## config.mk

```make
export PLATFORM = sky130hd
export DESIGN_NAME = mem_order_dispatch
export DESIGN_NICKNAME = d
export VERILOG_FILES = /design/src/rtl/mo_pkg.sv /design/src/rtl/mo_occupancy.sv /design/src/rtl/mo_group_table.sv /design/src/rtl/mo_dep_logic.sv /design/src/rtl/mem_order_dispatch.sv
export SDC_FILE = /design/constraint.sdc
export NUM_CORES = 1
export LEC_CHECK = 0
export BUFFER_PORTS_ARGS = -buffer_cell sky130_fd_sc_hd__buf_2
export CAP_MARGIN = 0
export CORE_MARGIN = 5
export CORE_UTILIZATION = 46
export DETAILED_ROUTE_END_ITERATION = 10
export HOLD_SLACK_MARGIN = 0.15
export PLACE_DENSITY = 0.68
export REMOVE_ABC_BUFFERS = 1
export SLEW_MARGIN = 15
export SYNTH_ARGS = -nofsm -noshare
export SYNTH_HDL_FRONTEND = slang
export SYNTH_HIERARCHICAL = 1
export SYNTH_SLANG_ARGS = --single-unit
```

## constraint.sdc

```tcl
create_clock -name clk -period 19.3 [get_ports clk]
set_clock_uncertainty 0.1 [all_clocks]
set_input_delay 4.825 -clock clk [delete_from_list [all_inputs] [get_ports clk]]
set_output_delay 4.825 -clock clk [all_outputs]
set_load 0.1 [all_outputs]
```

## src/rtl/mo_pkg.sv

```systemverilog
package mo_pkg;

    typedef enum logic [1:0] {
        AV_GO      = 2'd0,
        AV_LQ_FULL = 2'd1,
        AV_SQ_FULL = 2'd2
    } avail_e;

    typedef struct packed {
        logic rd;
        logic wr;
        logic bar;
    } op_flags_t;

    function automatic avail_e avail_of(op_flags_t f, logic lq_full, logic sq_full);
        if (f.rd && lq_full)      return AV_LQ_FULL;
        else if (f.wr && sq_full) return AV_SQ_FULL;
        else                      return AV_GO;
    endfunction

endpackage

```

## src/rtl/mo_occupancy.sv

```systemverilog
module mo_occupancy #(
    parameter int DEPTH = 4,
    localparam int CW = $clog2(DEPTH + 1)
) (
    input  logic          clk,
    input  logic          rst,
    input  logic          take,
    input  logic          give,
    output logic          full,
    output logic [CW-1:0] count
);
    logic [CW-1:0] cnt_q;

    always_ff @(posedge clk) begin
        if (rst) begin
            cnt_q <= '0;
        end else begin
            case ({take, give})
                2'b10:   cnt_q <= cnt_q + CW'(1);
                2'b01:   if (cnt_q != '0) cnt_q <= cnt_q - CW'(1);
                default: cnt_q <= cnt_q;
            endcase
        end
    end

    assign full  = (cnt_q == CW'(DEPTH));
    assign count = cnt_q;
endmodule

```

## src/rtl/mo_group_table.sv

```systemverilog
module mo_group_table #(
    parameter int GID_W = 4,
    localparam int NG = 1 << GID_W
) (
    input  logic             clk,
    input  logic             rst,
    input  logic             alloc,
    output logic [GID_W-1:0] next_gid,
    input  logic             issue_valid,
    input  logic [GID_W-1:0] issue_gid,
    input  logic [GID_W-1:0] query_gid,
    output logic             query_exec
);
    logic [NG-1:0]    exec_q;
    logic [GID_W-1:0] next_q;

    always_ff @(posedge clk) begin
        if (rst) begin
            next_q <= GID_W'(1);
        end else if (alloc) begin
            next_q <= (next_q == {GID_W{1'b1}}) ? GID_W'(1) : next_q + GID_W'(1);
        end
    end

    for (genvar g = 0; g < NG; g++) begin : g_exec
        always_ff @(posedge clk) begin
            if (rst) begin
                exec_q[g] <= 1'b0;
            end else if (alloc && next_q == GID_W'(g)) begin
                exec_q[g] <= 1'b0;
            end else if (issue_valid && issue_gid == GID_W'(g)) begin
                exec_q[g] <= 1'b1;
            end
        end
    end

    assign next_gid   = next_q;
    assign query_exec = exec_q[query_gid];
endmodule

```

## src/rtl/mo_dep_logic.sv

```systemverilog
module mo_dep_logic
    import mo_pkg::*;
#(
    parameter int GID_W = 4
) (
    input  op_flags_t        op,
    input  logic             no_alias,
    input  logic [GID_W-1:0] cur_ld,
    input  logic [GID_W-1:0] cur_st,
    input  logic [GID_W-1:0] cur_lb,
    input  logic [GID_W-1:0] cur_sb,
    input  logic [GID_W-1:0] dom,
    input  logic             dom_exec,
    input  logic [GID_W-1:0] new_gid,
    output logic             open_new,
    output logic [GID_W-1:0] gid,
    output logic             e0_v,
    output logic [GID_W-1:0] e0_g,
    output logic             e1_v,
    output logic [GID_W-1:0] e1_g,
    output logic             e2_v,
    output logic [GID_W-1:0] e2_g
);
    logic dom_nz, lb_nz, st_nz, sb_nz;

    always_comb begin
        dom_nz = (dom != '0);
        lb_nz  = (cur_lb != '0);
        st_nz  = (cur_st != '0);
        sb_nz  = (cur_sb != '0);
        e0_v = 1'b0; e0_g = '0;
        e1_v = 1'b0; e1_g = '0;
        e2_v = 1'b0; e2_g = '0;
        if (op.wr) begin
            open_new = 1'b1;
            e0_v = dom_nz && (!no_alias || dom == cur_lb);
            e0_g = dom;
            e1_v = sb_nz;
            e1_g = cur_sb;
            e2_v = st_nz && (cur_st != cur_sb) && !no_alias;
            e2_g = cur_st;
        end else begin
            open_new = op.bar || !dom_nz || (dom == cur_lb) ||
                       (dom <= cur_st) || dom_exec;
            if (open_new) begin
                e2_v = st_nz && !no_alias;
                e2_g = cur_st;
                if (op.bar) begin
                    e0_v = dom_nz;
                    e0_g = dom;
                end else begin
                    e0_v = lb_nz;
                    e0_g = cur_lb;
                end
            end
        end
        gid = open_new ? new_gid : cur_ld;
    end
endmodule

```

## src/rtl/mem_order_dispatch.sv

```systemverilog
module mem_order_dispatch
    import mo_pkg::*;
#(
    parameter int GID_W    = 4,
    parameter int LQ_DEPTH = 4,
    parameter int SQ_DEPTH = 4
) (
    input  logic             clk,
    input  logic             rst,
    input  logic             no_alias,
    input  logic             disp_valid,
    input  logic             disp_rd,
    input  logic             disp_wr,
    input  logic             disp_bar,
    output logic [1:0]       avail_status,
    output logic [GID_W-1:0] disp_gid,
    output logic             disp_new,
    output logic             e0_valid,
    output logic [GID_W-1:0] e0_gid,
    output logic             e1_valid,
    output logic [GID_W-1:0] e1_gid,
    output logic             e2_valid,
    output logic [GID_W-1:0] e2_gid,
    input  logic             issue_valid,
    input  logic [GID_W-1:0] issue_gid,
    input  logic             done_valid,
    input  logic [GID_W-1:0] done_gid,
    input  logic             ret_valid,
    input  logic             ret_rd,
    input  logic             ret_wr
);
    localparam int LCW = $clog2(LQ_DEPTH + 1);
    localparam int SCW = $clog2(SQ_DEPTH + 1);

    op_flags_t        op;
    avail_e           status;
    logic             lq_full, sq_full, fire, alloc;
    logic [LCW-1:0]   lq_cnt;
    logic [SCW-1:0]   sq_cnt;
    logic [GID_W-1:0] cur_ld, cur_st, cur_lb, cur_sb, dom, new_gid, gid;
    logic             dom_exec, open_new;
    logic             d0_v, d1_v, d2_v;
    logic [GID_W-1:0] d0_g, d1_g, d2_g;

    assign op     = '{rd: disp_rd, wr: disp_wr, bar: disp_bar};
    assign status = avail_of(op, lq_full, sq_full);
    assign fire   = disp_valid && (disp_rd || disp_wr) && (status == AV_GO);
    assign alloc  = fire && open_new;
    assign dom    = (cur_ld > cur_lb) ? cur_ld : cur_lb;

    mo_occupancy #(.DEPTH(LQ_DEPTH)) u_lq (
        .clk(clk), .rst(rst),
        .take(fire && disp_rd), .give(ret_valid && ret_rd),
        .full(lq_full), .count(lq_cnt)
    );

    mo_occupancy #(.DEPTH(SQ_DEPTH)) u_sq (
        .clk(clk), .rst(rst),
        .take(fire && disp_wr), .give(ret_valid && ret_wr),
        .full(sq_full), .count(sq_cnt)
    );

    mo_group_table #(.GID_W(GID_W)) u_tbl (
        .clk(clk), .rst(rst),
        .alloc(alloc), .next_gid(new_gid),
        .issue_valid(issue_valid), .issue_gid(issue_gid),
        .query_gid(dom), .query_exec(dom_exec)
    );

    mo_dep_logic #(.GID_W(GID_W)) u_dep (
        .op(op), .no_alias(no_alias),
        .cur_ld(cur_ld), .cur_st(cur_st), .cur_lb(cur_lb), .cur_sb(cur_sb),
        .dom(dom), .dom_exec(dom_exec), .new_gid(new_gid),
        .open_new(open_new), .gid(gid),
        .e0_v(d0_v), .e0_g(d0_g), .e1_v(d1_v), .e1_g(d1_g),
        .e2_v(d2_v), .e2_g(d2_g)
    );

    always_ff @(posedge clk) begin
        if (rst) begin
            cur_ld <= '0;
            cur_st <= '0;
            cur_lb <= '0;
            cur_sb <= '0;
        end else begin
            if (done_valid && done_gid != '0) begin
                if (cur_ld == done_gid) cur_ld <= '0;
                if (cur_st == done_gid) cur_st <= '0;
                if (cur_lb == done_gid) cur_lb <= '0;
                if (cur_sb == done_gid) cur_sb <= '0;
            end
            if (alloc) begin
                if (op.rd)           cur_ld <= new_gid;
                if (op.rd && op.bar) cur_lb <= new_gid;
                if (op.wr)           cur_st <= new_gid;
                if (op.wr && op.bar) cur_sb <= new_gid;
            end
        end
    end

    assign avail_status = status;
    assign disp_gid     = fire ? gid : '0;
    assign disp_new     = alloc;
    assign e0_valid     = fire && d0_v;
    assign e0_gid       = d0_g;
    assign e1_valid     = fire && d1_v;
    assign e1_gid       = d1_g;
    assign e2_valid     = fire && d2_v;
    assign e2_gid       = d2_g;
endmodule

```

# After elaboration in Yosys (flattened, before gate mapping)
# Index checks and enable logic that the tools add are counted.
[totals]
inputBits = 20
word_cells = 205
ff_bits = 42
[op_classes]
order_cmp = 3
n_reduce_logical = 89
n_eq_ne = 44
add_sub_neg = 5
n_mux = 41
[ops]
columns = ["cell", "count"]
rows = [
  ["4-bit two-way mux", 26],
  ["4-bit == test (second input constant)", 16],
  ["1-bit logical AND", 51],
  ["4-bit by 3-bit == test with 1-bit output (second input constant)", 8],
  ["2-bit OR reduction", 16],
  ["4-bit == test", 5],
  ["4-bit nonzero test", 5],
  ["4-bit by 2-bit == test with 1-bit output (second input constant)", 4],
  ["3-bit one-hot mux with 2 select lines", 2],
  ["4-bit by 1-bit == test with 1-bit output (second input constant)", 2],
  ["4-bit logical NOT", 2],
  ["1-bit two-way mux", 8],
  ["3-bit by 1-bit adder with 3-bit output (second input constant)", 2],
  ["3-bit == test (second input constant)", 2],
  ["1-bit logical OR", 6],
  ["3-bit two-way mux", 2],
  ["3-bit nonzero test", 2],
  ["3-bit by 1-bit subtractor with 3-bit output (second input constant)", 2],
  ["4-bit by 5-bit < comparator with 1-bit output (second input constant)", 1],
  ["4-bit by 1-bit adder with 4-bit output (second input constant)", 1],
  ["1-bit binary-select mux with 4-bit select", 1],
  ["2-bit by 1-bit == test with 1-bit output (second input constant)", 2],
  ["2-bit == test (second input constant)", 2],
  ["4-bit greater-than comparator", 1],
  ["8 further kinds", 13],
]

# Depth between registers and ports, before layout
# Gate-level depths: netlist of the first run.
[depth]
word_depth = 12
depth_mapped = 19

# Modules after synthesis
# Netlist of the first run, hierarchy kept.
[modules_own_cells]
columns = ["mod", "area_per_inst_um2", "seq_area_each_um2", "n_inst", "cells_each"]
rows = [
  ["mem_order_dispatch", 1116.1, 320.3, 1, 128],
  ["mo_group_table", 978.4, 400.4, 1, 93],
  ["mo_dep_logic", 494.2, 0.0, 1, 61],
  ["mo_occupancy", 221.5, 60.1, 2, 26],
]

# Worst setup path after synthesis of the first run
# OpenSTA, ideal clock, no wires.
[synth_path]
kind = "input to output"
startpoint = "in disp_wr"
endpoint = "out e0_gid[0]"
t_arrival_ns = 7.000
path_stages = 2
path_slack_ns = 7.375
n_path_buf = 0
required_ns = 14.375
cell_sequence = "nor2_1 -> o21ai_0"
[synth_via]
elab_chain_cells = 1
[synth_rtl]
columns = ["item", "line_no", "text"]
rows = [
  ["start: declaration", "mem_order_dispatch.sv:13", "input logic disp_wr,"],
  ["4-bit two-way mux", "mo_dep_logic.sv:34", "if (op.wr) begin"],
  ["end: declaration", "mem_order_dispatch.sv:19", "output logic [GID_W-1:0] e0_gid,"],
]
# Every way passes these cells.

# Final worst setup path of the first run
[layout_path]
startpoint = "in disp_wr"
endpoint = "out disp_new"
[layout_via]
elab_chain_cells = 6
[layout_rtl]
columns = ["item", "line_no", "text"]
rows = [
  ["1-bit logical AND", "mo_pkg.sv:17", "else if (f.wr && sq_full) return AV_SQ_FULL;"],
  ["2-bit two-way mux", "mo_pkg.sv:17", ""],
  ["2-bit two-way mux", "mo_pkg.sv:16", "if (f.rd && lq_full) return AV_LQ_FULL;"],
  ["2-bit logical NOT", "mem_order_dispatch.sv:47", "assign fire = disp_valid && (disp_rd || disp_wr) && (status == AV_GO);"],
  ["1-bit logical AND", "mem_order_dispatch.sv:47", ""],
  ["1-bit logical AND (*)", "mem_order_dispatch.sv:48", "assign alloc = fire && open_new;"],
  ["end: declaration", "mem_order_dispatch.sv:17", "output logic disp_new,"],
]
# Mark *: on every way between the ends. The rest lies on a longest branch, timed or not.

==> results of run 1 <==
==> metal layers <==
metal / routed length [µm] / vias up / GRT usage [%]
li1: - / 1335 / -
met1: 3460 / 1251 / 24.3
met2: 3480 / 67 / 28.1
met3: 388 / 4 / 3.64
met4: 59 / 0 / 4.52
met5: 0 / - / 0
==> placed cells by master (no fill, tap or decap), types with 9 or more instances in the layout <==
| master | n |
|---|---|
| nor2b_1 | 11 |
| and2_1 | 17 |
| a22o_1 | 9 |
| buf_2 | 41 |
| xor2_1 | 23 |
| a21oi_1 | 18 |
| ha_1 | 12 |
| nor2_1 | 26 |
| inv_1 | 23 |
| a311oi_1 | 16 |
| nand2_1 | 11 |
| dfxtp_1 | 42 |
==> report_power, final <==
part           switching [W]  internal [W]  total (W)  leakage, nW
Sequential        0.00000613     0.0000902  0.0000963        0.341
Clock              0.0000290     0.0000387  0.0000677       0.0524
Combinational      0.0000403     0.0000208  0.0000611         1.01
==> cell type report <==
| type | instances | area, µm² |
|---|---|---|
| fill | 615 | 2990 |
| multi-input combinational | 256 | 2030 |
| sequential | 42 | 841 |
| timing repair buffer | 45 | 235 |
| tap | 77 | 96.3 |
| inverter | 23 | 86.3 |
| clock buffer | 7 | 76.3 |
| clock inverter | 1 | 30.0 |
==> cells by family (layout without fill, tap and decap cells) <==
kind of cell | after synthesis | count (layout) | share of synthesized area, %
buf+inv | 36 | 76 | 5.28
compound gates | 93 | 93 | 23.4
mux | 12 | 12 | 6.77
fa+ha+maj | 14 | 14 | 6.27
simple gates | 106 | 106 | 21.5
flops | 42 | 42 | 27.7
xor+xnor | 31 | 31 | 8.96
==> registers in the layout, indices dropped and copies added, names as in the netlist <==
register and count:
u_tbl/exec_q 16, cur_lb 4, cur_ld 4, cur_sb 4, cur_st 4, u_tbl/next_gid 4, u_lq/count 3, u_sq/count 3
==> stage by stage <==
step	setup WS [ns]	instances	power, W
4_1_cts	7.14	451	0.000227
3_3_place_gp	7.22	443	0.000158
3_5_place_dp	7.13	443	0.000159
2_1_floorplan	7.37	321	0.000143
6_report	7.16	451	0.000225
5_1_grt	6.98	451	0.000236
==> final timing paths <==
path	to	slack, ns
min	u_tbl/exec_q[15]	0.37
min reg2reg	u_tbl/exec_q[15]	0.37
max	disp_new	7.16
max reg2reg	u_tbl/next_gid[0]	14.32
==> worst register-to-register path, delay by kind of cell, from the launching register on <==
kind | cells | cell delay, ns
AO/OA/AOI/OAI | 4 | 0.57
adder cells (fa/ha/maj) | 1 | 0.40
buffers and inverters | 3 | 0.49
AND/OR/NAND/NOR | 7 | 1.99
flip-flops | 1 | 0.44
multiplexers | 3 | 0.88
==> impl_metrics.ini, run 1 <==
[run_status]
status = finished clean

[worst_setup_path]
crit_type = in -> out
cp_max_fo = 18
worst-path-stages = 5
crit_path_end_kind = primary output
cp.arrival_ns = 7.21
path_cells = buf_2 -> nor2_1 -> nor3_1 -> and2_1 -> buf_2
worst_path_most_repeated_cell = buf_2
critPathLaunch = disp_wr
required_ns = 14.38
start_kind = input port
critical-path-top-delay-family = simple AND/OR/NAND/NOR gates
cp_slowest_cell = nor3_1
cp_slowest_stage_delay_ns = 0.76
r2r_start = cur_lb[3]
r2r_cells = 18
crit_buf_inv = 2

[place]
globalplace.congestion = 0.847
place_area_mm2 = 0.00329
port-buffer-count = 41
hpwl_mm = 5.68

[global_routing]
grt_usage_pct = 17.6
grt_pass1_wl_mm = 12.3
gr-total-overflow = 0
antenna_found_initial = 0
grt_pass1_vias = 2480
grt_max_degree = 37

[sta]
finalHoldViolCount = 0
whs_ns = 0.370
fmax_mhz = 82.4
drv_slew = 0
post-route-period-util_pct = 62.9
setup_viol = 0
rsz0062_at_grt = false
period_needed_ns = 12.14
maxSlewHeadroom_pct = 37.3
worst_pin_slew_ns = 0.933
fin_tns_setup_ns = 0

[floorplanning]
dieArea_mm2 = 0.00831
start_util_pct = 47.5
ios = 42
chipHeight_um = 91.2
rows = 29
die_w_um = 91.2
core_area_mm2 = 0.00639

[finish]
layout-drive-gt1-share_pct = 19.0
areaGrowthSynthToFinish_pct = 12.0
layout.nets = 407
final_area_mm2 = 0.00340
utilization_pct = 53.2
diodes = 0

[pwr]
leakage_nw = 1.40
ir_worst_vdd_mv = 0.0322
power.density_mw_per_mm2 = 66.3

[clock_tree]
numClockSinks = 42
htree_num_levels = 2
clk_latency_ns = 0.29
clockBufferDepth = 2
cts_hold_buf = 0
clk_pin_slew_ns = 0.07
cts-root-buf = clkbuf_8
cts_tree = built
postCtsSetupRepairBufs = 0
cts_resized = 0
cts_buffers = 5

[drt]
vias = 2657
drt-vias-per-instance = 5.89
dr.pass1.iters = 4
antenna_left = 0
wl_mm = 7.39
wire_per_inst_um = 16.4
remaining_drc_errors = 0
drtIter0Drc = 119

[run]
cap_viol_max_count = 0

[yosys]
syn_area_mm2 = 0.00303
synth_seq_cells = 42
synth_edf_count = 0
synth_common_cells = dfxtp_1, nor2_1, inv_1, xor2_1, a21oi_1
synth_top_area_share_pct = 27.7
synth.most_common_cell = dfxtp_1
seq_area_frac_synth_pct = 27.7
synth.area.top_cells = dfxtp_1, xor2_1, ha_1
synth_area_per_cell_um2 = 9.08
synthCells = 334
yosys.area.top_type = dfxtp_1
async_reset_ff_share_pct = 0
synthFlopType = dfxtp_1
ys_types = 54
yosys_warnings = 6

[hold_path]
min_path_type = reg -> reg
min_path_cells = 2
hp-start = u_tbl/exec_q[15]
No activity file was read; power rests on OpenSTA's default activity.
==> run 2: changes to the inputs <==
PLACE_DENSITY = 0.71   (was 0.68)
clock period = 10.4 ns   (was 19.3 ns; I/O delays follow)
==> run 2 against run 1 <==
Compared with the run above:
- sequential cell count is the same
- critical path depth is 11 higher
- final area rose by 1.1%
- core utilization is 0.61 points higher
- final cell count is 0.22% higher
- combinational power up 88%
- setup slack lost 4.2 ns
- via count is 2.1% higher
- wire length rose by 3.8%
- die area is the same
- sequential power rose by 86%
- non-clock buffer count increased by 1
==> impl_metrics.ini, run 2 (same netlist as run 1, synthesis figures left out) <==
[run_status]
status = finished clean

[finish]
diodes = 0
regArea_um2 = 841
areaGrowthSynthToFinish_pct = 13.3
final_common_cell = dfxtp_1
multi_input_area_mm2 = 0.00203
largest_reg_flops = 16
fillers = 576
regMostFlops = u_tbl/exec_q
layout.nets = 408
layout-drive-gt1-share_pct = 19.7
mostFrequentLayoutCells = dfxtp_1, buf_2, nor2_1

[global_routing]
grt_pass1_vias = 2590
grt_max_degree = 37
grt_pass1_wl_mm = 12.6
antenna_found_initial = 0
grt_usage_pct = 18.1
gr-total-overflow = 0

[worst_setup_path]
path_cells = inv_1 -> ha_1 -> nand4_1 -> nor2_1 -> a31oi_1 -> o311ai_1 -> buf_4 -> mux4_1 -> mux2i_1 -> mux2i_1 -> nor4_4 -> o211ai_4 -> nor2_8 -> inv_1 -> and2_1 -> buf_2
crit_type = reg -> out
cp_slowest_cell = mux4_1
crit_path_end_kind = primary output
crit_buf_inv = 4
r2r_slack_ns = 5.40
start_kind = flop
required_ns = 7.70
cp_max_fo = 18
cp_slowest_stage_delay_ns = 0.57
critical-path-top-delay-family = simple AND/OR/NAND/NOR gates
r2r_end = u_tbl/next_gid[0]
r2r_start = cur_lb[3]
r2r_cells = 18
cp.arrival_ns = 4.76

[pwr]
ir_worst_vdd_mv = 0.0648
power.density_mw_per_mm2 = 130
leakage_nw = 1.42
power_w = 0.000448

[drt]
antenna_left = 0
vias = 2714
wl_mm = 7.67
remaining_drc_errors = 0
wire_per_inst_um = 17.0
drt-vias-per-instance = 6.00
dr.pass1.iters = 5
drtIter0Drc = 161

[clock_tree]
htree_num_levels = 2
clk_latency_ns = 0.30
numClockSinks = 42
clockBufferDepth = 2
cts_buffers = 5
cts_resized = 0
postCtsSetupRepairBufs = 0
cts-root-buf = clkbuf_8
cts_tree = built
clk_pin_slew_ns = 0.08
cts_hold_buf = 0

[hold_path]
min_path_cells = 2
hp-start = u_tbl/exec_q[15]
min_path_type = reg -> reg
hold_path_end = u_tbl/exec_q[15]

[sta]
fmax_mhz = 134
drv_slew = 0
worst_pin_slew_ns = 0.708
period_needed_ns = 7.46
setup_viol = 0
post-route-period-util_pct = 71.7
fin_tns_setup_ns = 0
rsz0062_at_grt = false
maxSlewHeadroom_pct = 52.8
finalHoldViolCount = 0

[floorplanning]
dieArea_mm2 = 0.00831
core_area_mm2 = 0.00639
chipHeight_um = 91.2
start_util_pct = 47.5
ios = 42
die_w_um = 91.2
rows = 29

[place]
hpwl_mm = 5.79
globalplace.congestion = 0.892
port-buffer-count = 41

[run]
cap_viol_max_count = 0
## run 2: cell types whose count changed in the layout (fill, tap and decap cells not counted)
cell and delta:
clkbuf_1 -2, clkinv_4 +1, buf_4 +1, bufinv_16 +1
## run 2: cell type report
cell class                 count  area share, %
multi-input combinational    256           59.1
sequential                    42           24.5
timing repair buffer          46           7.07
tap                           77           2.81
inverter                      23           2.51
clock buffer                   5           2.00
clock inverter                 3           2.00
## run 2: tightest hold or removal path, stage by stage, from the launching register on
cell,delay [ns]
dfxtp_1,0.34
a31oi_1,0.04
nor2_1,0.07
## run 2: per-layer routing
metal / wire [µm] / part of all wire (%) / vias to the layer above / track usage [%]
met4: 180 / 2.3 / 0 / 6.60
li1: - / - / 1327 / -
met1: 3560 / 46 / 1292 / 23.4
met3: 395 / 5.2 / 14 / 3.80
met5: 0 / 0 / - / 0
met2: 3530 / 46 / 81 / 29.8
## run 2: through the flow
step           utilization, %  setup WS [ns]  hold slack, ns  instances  instance area, µm²
3_5_place_dp             51.6           3.24           0.367        444                3300
2_1_floorplan               -           2.64           0.329        321                2960
3_3_place_gp             51.6           3.25           0.358        444                3300
6_report                 53.8           2.94           0.389        452                3430
5_1_grt                  53.8           2.68           0.455        452                3430
4_1_cts                  53.8           2.98           0.385        452                3430
## run 2: how the worst max path moves through the flow
stage,cells past startpoint,slack [ns],start,endpoint
3_3_place_gp,6,3.25,disp_wr,disp_new
4_1_cts,16,2.98,cur_lb[3],disp_new
2_1_floorplan,14,2.64,cur_lb[1],disp_gid[0]
3_5_place_dp,6,3.24,disp_wr,disp_new
5_1_grt,16,2.68,cur_lb[3],disp_new
6_report,16,2.94,cur_lb[3],disp_new
## run 2: report_power, final
part	total, W	leakage, nW	internal [W]	switching (W)
Combinational	0.000115	1.01	0.0000389	0.0000764
Sequential	0.000179	0.341	0.000167	0.0000111
Clock	0.000154	0.0683	0.0000962	0.0000576
Total	0.000448	1.42	0.000303	0.000145
